--- config.mk ---
export PLATFORM = sky130hd
export DESIGN_NAME = pchk_top
export DESIGN_NICKNAME = d
export VERILOG_FILES = /design/src/rtl/pchk_pkg.sv /design/src/rtl/pchk_logic.sv /design/src/rtl/pchk_pred.sv /design/src/rtl/pchk_check.sv /design/src/rtl/pchk_top.sv
export SDC_FILE = /design/constraint.sdc
export NUM_CORES = 1
export LEC_CHECK = 0
export BUFFER_PORTS_ARGS = -buffer_cell sky130_fd_sc_hd__buf_4
export CAP_MARGIN = 25
export CELL_PAD_IN_SITES_DETAIL_PLACEMENT = 2
export CELL_PAD_IN_SITES_GLOBAL_PLACEMENT = 2
export CORE_MARGIN = 2
export CORE_UTILIZATION = 32
export DETAILED_ROUTE_END_ITERATION = 10
export PLACE_DENSITY_LB_ADDON = 0.2
export SETUP_SLACK_MARGIN = 0.3
export SYNTH_ARGS = -nofsm -noshare
export SYNTH_HDL_FRONTEND = slang
export SYNTH_HIERARCHICAL = 1
export SYNTH_SLANG_ARGS = --single-unit
--- constraint.sdc ---
create_clock -name clk -period 3.2 [get_ports clk]
set_input_delay 0.64 -clock clk [delete_from_list [all_inputs] [get_ports clk]]
set_output_delay 0.64 -clock clk [all_outputs]
set_load 0.02 [all_outputs]
--- src/rtl/pchk_pkg.sv ---
package pchk_pkg;
  function automatic logic par_of(input logic [63:0] v, input int unsigned n);
    logic p;
    p = 1'b0;
    for (int unsigned i = 0; i < n; i++) p = p ^ v[i];
    return p;
  endfunction
endpackage

--- src/rtl/pchk_logic.sv ---
module pchk_logic #(
  parameter int W   = 8,
  parameter int ROT = 3,
  localparam int IW = (W > 1) ? $clog2(W) : 1
) (
  input  logic [W-1:0]  a,
  input  logic [W-1:0]  b,
  input  logic          flip,
  input  logic [IW-1:0] idx,
  output logic [W-1:0]  y
);
  localparam int RR = ROT % W;
  logic [W-1:0] mix, rot;
  assign mix = a ^ b;
  generate
    for (genvar i = 0; i < W; i++) begin : g_rot
      assign rot[i] = mix[(i - RR + W) % W];
    end
  endgenerate
  always_comb begin
    y = rot;
    if (flip) y[idx] = ~rot[idx];
  end
endmodule

--- src/rtl/pchk_pred.sv ---
module pchk_pred #(
  parameter int W = 8
) (
  input  logic [W-1:0] a,
  input  logic [W-1:0] b,
  output logic         p
);
  import pchk_pkg::*;
  assign p = par_of(64'(a), W) ^ par_of(64'(b), W);
endmodule

--- src/rtl/pchk_check.sv ---
module pchk_check #(
  parameter int W = 8
) (
  input  logic [W-1:0] d,
  input  logic         p,
  output logic         mismatch
);
  import pchk_pkg::*;
  logic enc;
  assign enc = par_of(64'(d), W);
  assign mismatch = enc ^ p;
endmodule

--- src/rtl/pchk_top.sv ---
module pchk_top #(
  parameter int W   = 8,
  parameter int ROT = 3,
  localparam int IW = (W > 1) ? $clog2(W) : 1
) (
  input  logic          clk,
  input  logic          rst_n,
  input  logic [W-1:0]  a,
  input  logic [W-1:0]  b,
  input  logic          inj_logic,
  input  logic          inj_data,
  input  logic          inj_pred,
  input  logic [IW-1:0] inj_idx,
  output logic [W-1:0]  q_data,
  output logic          err_now,
  output logic          err_sticky
);
  logic [W-1:0] logic_y, d_next, data_q;
  logic         pred_c, pred_next, pred_q, mismatch;

  pchk_logic #(.W(W), .ROT(ROT)) u_logic (
    .a(a), .b(b), .flip(inj_logic), .idx(inj_idx), .y(logic_y));

  pchk_pred #(.W(W)) u_pred (.a(a), .b(b), .p(pred_c));

  always_comb begin
    d_next = logic_y;
    if (inj_data) d_next[inj_idx] = ~logic_y[inj_idx];
    pred_next = pred_c ^ inj_pred;
  end

  always_ff @(posedge clk) begin
    if (!rst_n) begin
      data_q <= '0;
      pred_q <= 1'b0;
      err_sticky <= 1'b0;
    end else begin
      data_q <= d_next;
      pred_q <= pred_next;
      if (mismatch) err_sticky <= 1'b1;
    end
  end

  pchk_check #(.W(W)) u_chk (.d(data_q), .p(pred_q), .mismatch(mismatch));

  assign q_data  = data_q;
  assign err_now = mismatch;

  // with no injection, the next cycle carries no flag
  p_clean_no_flag_r3: assert property (@(posedge clk) disable iff (!rst_n)
    (!inj_logic && !inj_data && !inj_pred) |=> !err_now);
  // a flipped prediction is always reported
  p_pred_flip_flag_r7: assert property (@(posedge clk) disable iff (!rst_n)
    (inj_pred && !inj_logic && !inj_data) |=> err_now);
  // a single flipped data bit is reported
  p_data_flip_flag_r6: assert property (@(posedge clk) disable iff (!rst_n)
    (inj_data && !inj_logic && !inj_pred) |=> err_now);
  // a single flipped logic output bit is reported
  p_logic_flip_flag_r5: assert property (@(posedge clk) disable iff (!rst_n)
    (inj_logic && !inj_data && !inj_pred) |=> err_now);
  // sticky flag follows a mismatch and then holds
  p_sticky_set_r8: assert property (@(posedge clk) disable iff (!rst_n)
    err_now |=> err_sticky);
  p_sticky_hold_r8: assert property (@(posedge clk) disable iff (!rst_n)
    err_sticky |=> err_sticky);
endmodule

# Word level (Yosys, flattened, before mapping)
# Index checks and enable logic that the tools add are counted.
# op_classes
mul	0
div_mod_pow	0
n_lt_le_gt_ge	2
n_eq_ne	0
shifts	0
reduce_logical	1
n_bitwise	27
n_mux	10
add_sub_neg	0
# op_table
cell	n
1-bit bitwise XOR	24
8-bit bitwise mux	2
8-bit 2-to-1 mux	2
8-bit bitwise XOR	1
1-bit binary-select mux with 3-bit select	2
3-bit by 4-bit less-than comparator with 1-bit output (second input constant)	1
1-bit demux with 3-bit select	1
3-bit by 1-bit >= comparator with 1-bit output (second input constant)	1
1-bit 2-to-1 mux	3
1-bit NOT	2
1-bit logical AND	1
# word_totals
ram_bits	0
out_inout_bits	10
latch_bits	0
n_memories	0
inputBits	24
elab_cells	43
mem_bits_ro	0
reg_bits	10

# Longest topological paths before layout
# logic_depth
word_depth	11
mapped_depth	7
mapped_depth_nobuf	6

# Modules after synthesis
# Netlist, hierarchy kept.
# by_module_without_submodules
module	seq_area_each_um2	area_each_um2	cells_per_inst	instances
pchk_top	200.2	476.7	46	1
pchk_logic	0.0	379.1	46	1
pchk_pred	0.0	131.4	15	1
pchk_check	0.0	82.6	7	1

# Least setup slack after synthesis
# Ideal clock, no wire load.
# synth_timing
path_type	flip-flop to output port
startpoint	register data_q[5], in the netlist q_data[5]
endpoint	output port err_now
t_arrival_ns	1.432
t_required_ns	2.560
stages_incl_launch_ff	4
path_buffers	0
setup_slack_ns	1.128
path_cell_list	dfxtp_1 xnor2_1 xnor3_1 xnor2_1
# synth_via
elab_chain_len	4
# synth_lines
item	line_no	source
start: declaration	pchk_top.sv:18	logic [W-1:0] logic_y, d_next, data_q;
start signal: assignment	pchk_top.sv:38	data_q <= d_next;
1-bit bitwise XOR (3 in a row)	pchk_pkg.sv:5	for (int unsigned i = 0; i < n; i++) p = p ^ v[i];
1-bit bitwise XOR	pchk_check.sv:11	assign mismatch = enc ^ p;
end: declaration	pchk_top.sv:15	output logic err_now,
# Every way passes these cells.

# Worst setup path in the final report
# layout_timing
startpoint	register data_q[4], in the netlist q_data[4]
endpoint	output port err_now
# layout_via
elab_chain_len	5
# layout_lines
item	line_no
1-bit bitwise XOR (4 in a row)	pchk_pkg.sv:5
1-bit bitwise XOR	pchk_check.sv:11
# Every way passes these cells.

==> key figures <==
Outcome
  • Status: completed

Detailed routing
  • Via/cell ratio: 4.95
  • Overall routed net length: 2810 um
  • Antenna-violating nets left: 0
  • DR iter-0 viols: 3
  • Vias: 940
  • Wire per inst: 14.8 um
  • Drt first pass iters: 4
  • DRC: 0

Final layout
  • Layout cell share with drive strength beyond 1: 29.5%
  • Post-route cell area: 1360 um^2
  • Layout Utilization: 43.4%
  • # diodes: 0
  • Most frequent cells in the layout: buf_4 (33), xnor2_1 (23), mux2i_1 (13)
  • Layout Nets: 172
  • FILL cells: 353
  • Post-Layout Cell Count: 190
  • Commonest non-fill, non-tap cell in the layout: buf_4
  • P&R area growth vs syn: 26.9%

Timing
  • Tmin final: 2.23 ns
  • Worst slew margin: 68.3%
  • Worst-Margin Slew: 0.472 ns
  • Skew final: 0.00467 ns
  • Hold_ws: 0.469 ns
  • Final Hold Viols: 0
  • Fin Setup TNS: 0 ns
  • Setup repair after global routing missed its margin: false
  • Slew Limit Fails: 0
  • Setup-failing EPs final: 0
  • Final setup margin: 0.966 ns
  • Fmax: 0.448 GHz
  • Tcrit/Tclk final: 69.8%

Placement
  • Dpl cell area: 1340 um^2
  • Hpwl dp: 2390 um
  • Gpl congestion: 0.758
  • Dpl cells: 187
  • Pre-CTS setup slack: 0.861 ns
  • I/O Buffers: 33

Clock network
  • CTS max path bufs: 2
  • Htree depth: 1
  • CTS tree: yes
  • Post-CTS setup buffers: 0
  • Num CTS Buffers: 3
  • Hold buffer count at CTS: 0
  • Gates resized, CTS repair: 0
  • Root Buffer: clkbuf_4
  • Worst-skew pair later-pin latency: 0.27 ns
  • Reg clk slew, reported paths: 0.06 ns
  • Clk sink count: 10

Worst setup path
  • Critical path type: reg -> out
  • Critical path startpoint category: register
  • CP endpoint kind: primary output
  • CP max FO: 2
  • Data arrival, critical path: 1.59 ns
  • Data required, critical path: 2.56 ns

Logic synthesis
  • Complex-gate fraction of the synthesized area: 6.55%
  • Cells after Synth: 114
  • Net Count, Synth: 138
  • FF+latch count, synth: 10
  • Ranking of synthesized cells by area: xnor2_1 (19%), dfxtp_1 (19%), mux2i_1 (12%)
  • Post-synthesis adder-cell area fraction: 0%
  • Post-synth ARST share: 0%
  • EDFF count, synth: 0
  • Post-synthesis xor/xnor area fraction: 27.4%
  • Synth top area share: 18.8%
  • Seq/Total Area, Yosys: 18.7%
  • Main combinational cell family by area after synthesis: simple AND/OR/NAND/NOR gates
  • Cell accounting for the most synthesized area: xnor2_1
  • Avg Cell Area, Syn: 9.38 um^2
  • Warnings, synthesis: 6
  • Mux share of post-synthesis cell area: 12.2%
  • Simple-Gate Fraction of Synth Area: 31.7%
  • Top_reg_cell synth: dfxtp_1
  • Syn Std Cell Area: 1070 um^2
  • Post-synthesis cell type count: 31

GRT
  • Initial antenna violation count: 0
  • Pin count of the biggest net entering global routing: 25
  • Global-route wire length before repair: 4640 um
  • Vias in the first global route: 993
  • GRT overflow: 0
  • Overall routing resource usage: 16.6%

Floorplan
  • Die Ht: 61.8 um
  • Total I/O pin count: 34
  • Core ar.: 3130 um^2
  • Cell Rows: 20
  • Die Wd: 61.8 um
  • Die area: 3820 um^2
  • Initial cell density of the core: 34.2%

Pwr
  • Leakage power: 0.554 nW
  • Peak supply drop: 0.000111 V
  • PwrDens: 424 nW/um^2
  • Overall power: 0.576 mW

Job
  • Max Cap Violations: 0

Min path
  • Worst Hold Class: reg -> reg
==> layer usage <==
metal | global-route usage (%) | vias up | share of wire, %
met3 | 3.31 | 0 | 4.3
met5 | 0 | - | 0
li1 | - | 466 | -
met4 | 1.82 | 0 | 0
met1 | 17.3 | 446 | 39
met2 | 34.6 | 28 | 57
==> final cells by class <==
cell class,count,area [um^2],share of cell area (%)
Multi-Input combinational cell,100,832,61.3
Timing Repair Buffer,33,248,18.2
Tap cell,44,55.1,4.06
Sequential cell,10,200,14.7
Clock buffer,3,22.5,1.66
==> state kept, by name, summed over array words and instances, names as in the netlist <==
register and cells:
err_sticky 1, pred_q 1, q_data 8
==> worst max-delay path, stage by stage (launching register included) <==
cell and delay (ns):
dfxtp_1 0.32, xnor2_1 0.19, xnor3_1 0.43, xnor2_1 0.21, buf_4 0.18
==> cell families after synthesis <==
kind of cell	Yosys count
flops	10
mux	13
xor+xnor	31
simple gates	48
compound gates	8
buf+inv	4
==> report_power, final <==
part | leakage (nW) | switching (mW) | total [mW] | internal (mW)
Combinational | 0.457 | 0.158 | 0.328 | 0.170
Clock | 0.0138 | 0.0423 | 0.0858 | 0.0434
Sequential | 0.0834 | 0.0142 | 0.161 | 0.147
==> path summary, 6_finish.rpt <==
path / start / end / slack, ns / depth (start not counted)
worst min register to register: err_sticky$_SDFFE_PN0P_ / err_sticky$_SDFFE_PN0P_ / 0.47 / 1
worst min-delay path: err_sticky$_SDFFE_PN0P_ / err_sticky$_SDFFE_PN0P_ / 0.47 / 1
worst max register to register: q_data[4]$_SDFF_PN0_ / err_sticky$_SDFFE_PN0P_ / 1.84 / 4
worst max-delay path: q_data[4]$_SDFF_PN0_ / err_now / 0.97 / 4
==> synth_stat cells, types with 2 or more instances <==
cell type	count
a21oi_1	3
and4b_1	2
and4bb_1	3
buf_4	2
buf_6	2
dfxtp_1	10
mux2i_1	13
nand2_1	10
nand2b_1	8
nand3b_1	2
nand4b_1	3
nor2_1	4
nor3_1	3
nor3b_1	4
o2bb2ai_2	2
xnor2_1	23
xor2_1	6
Note: power is estimated with default switching activity, not from simulation.
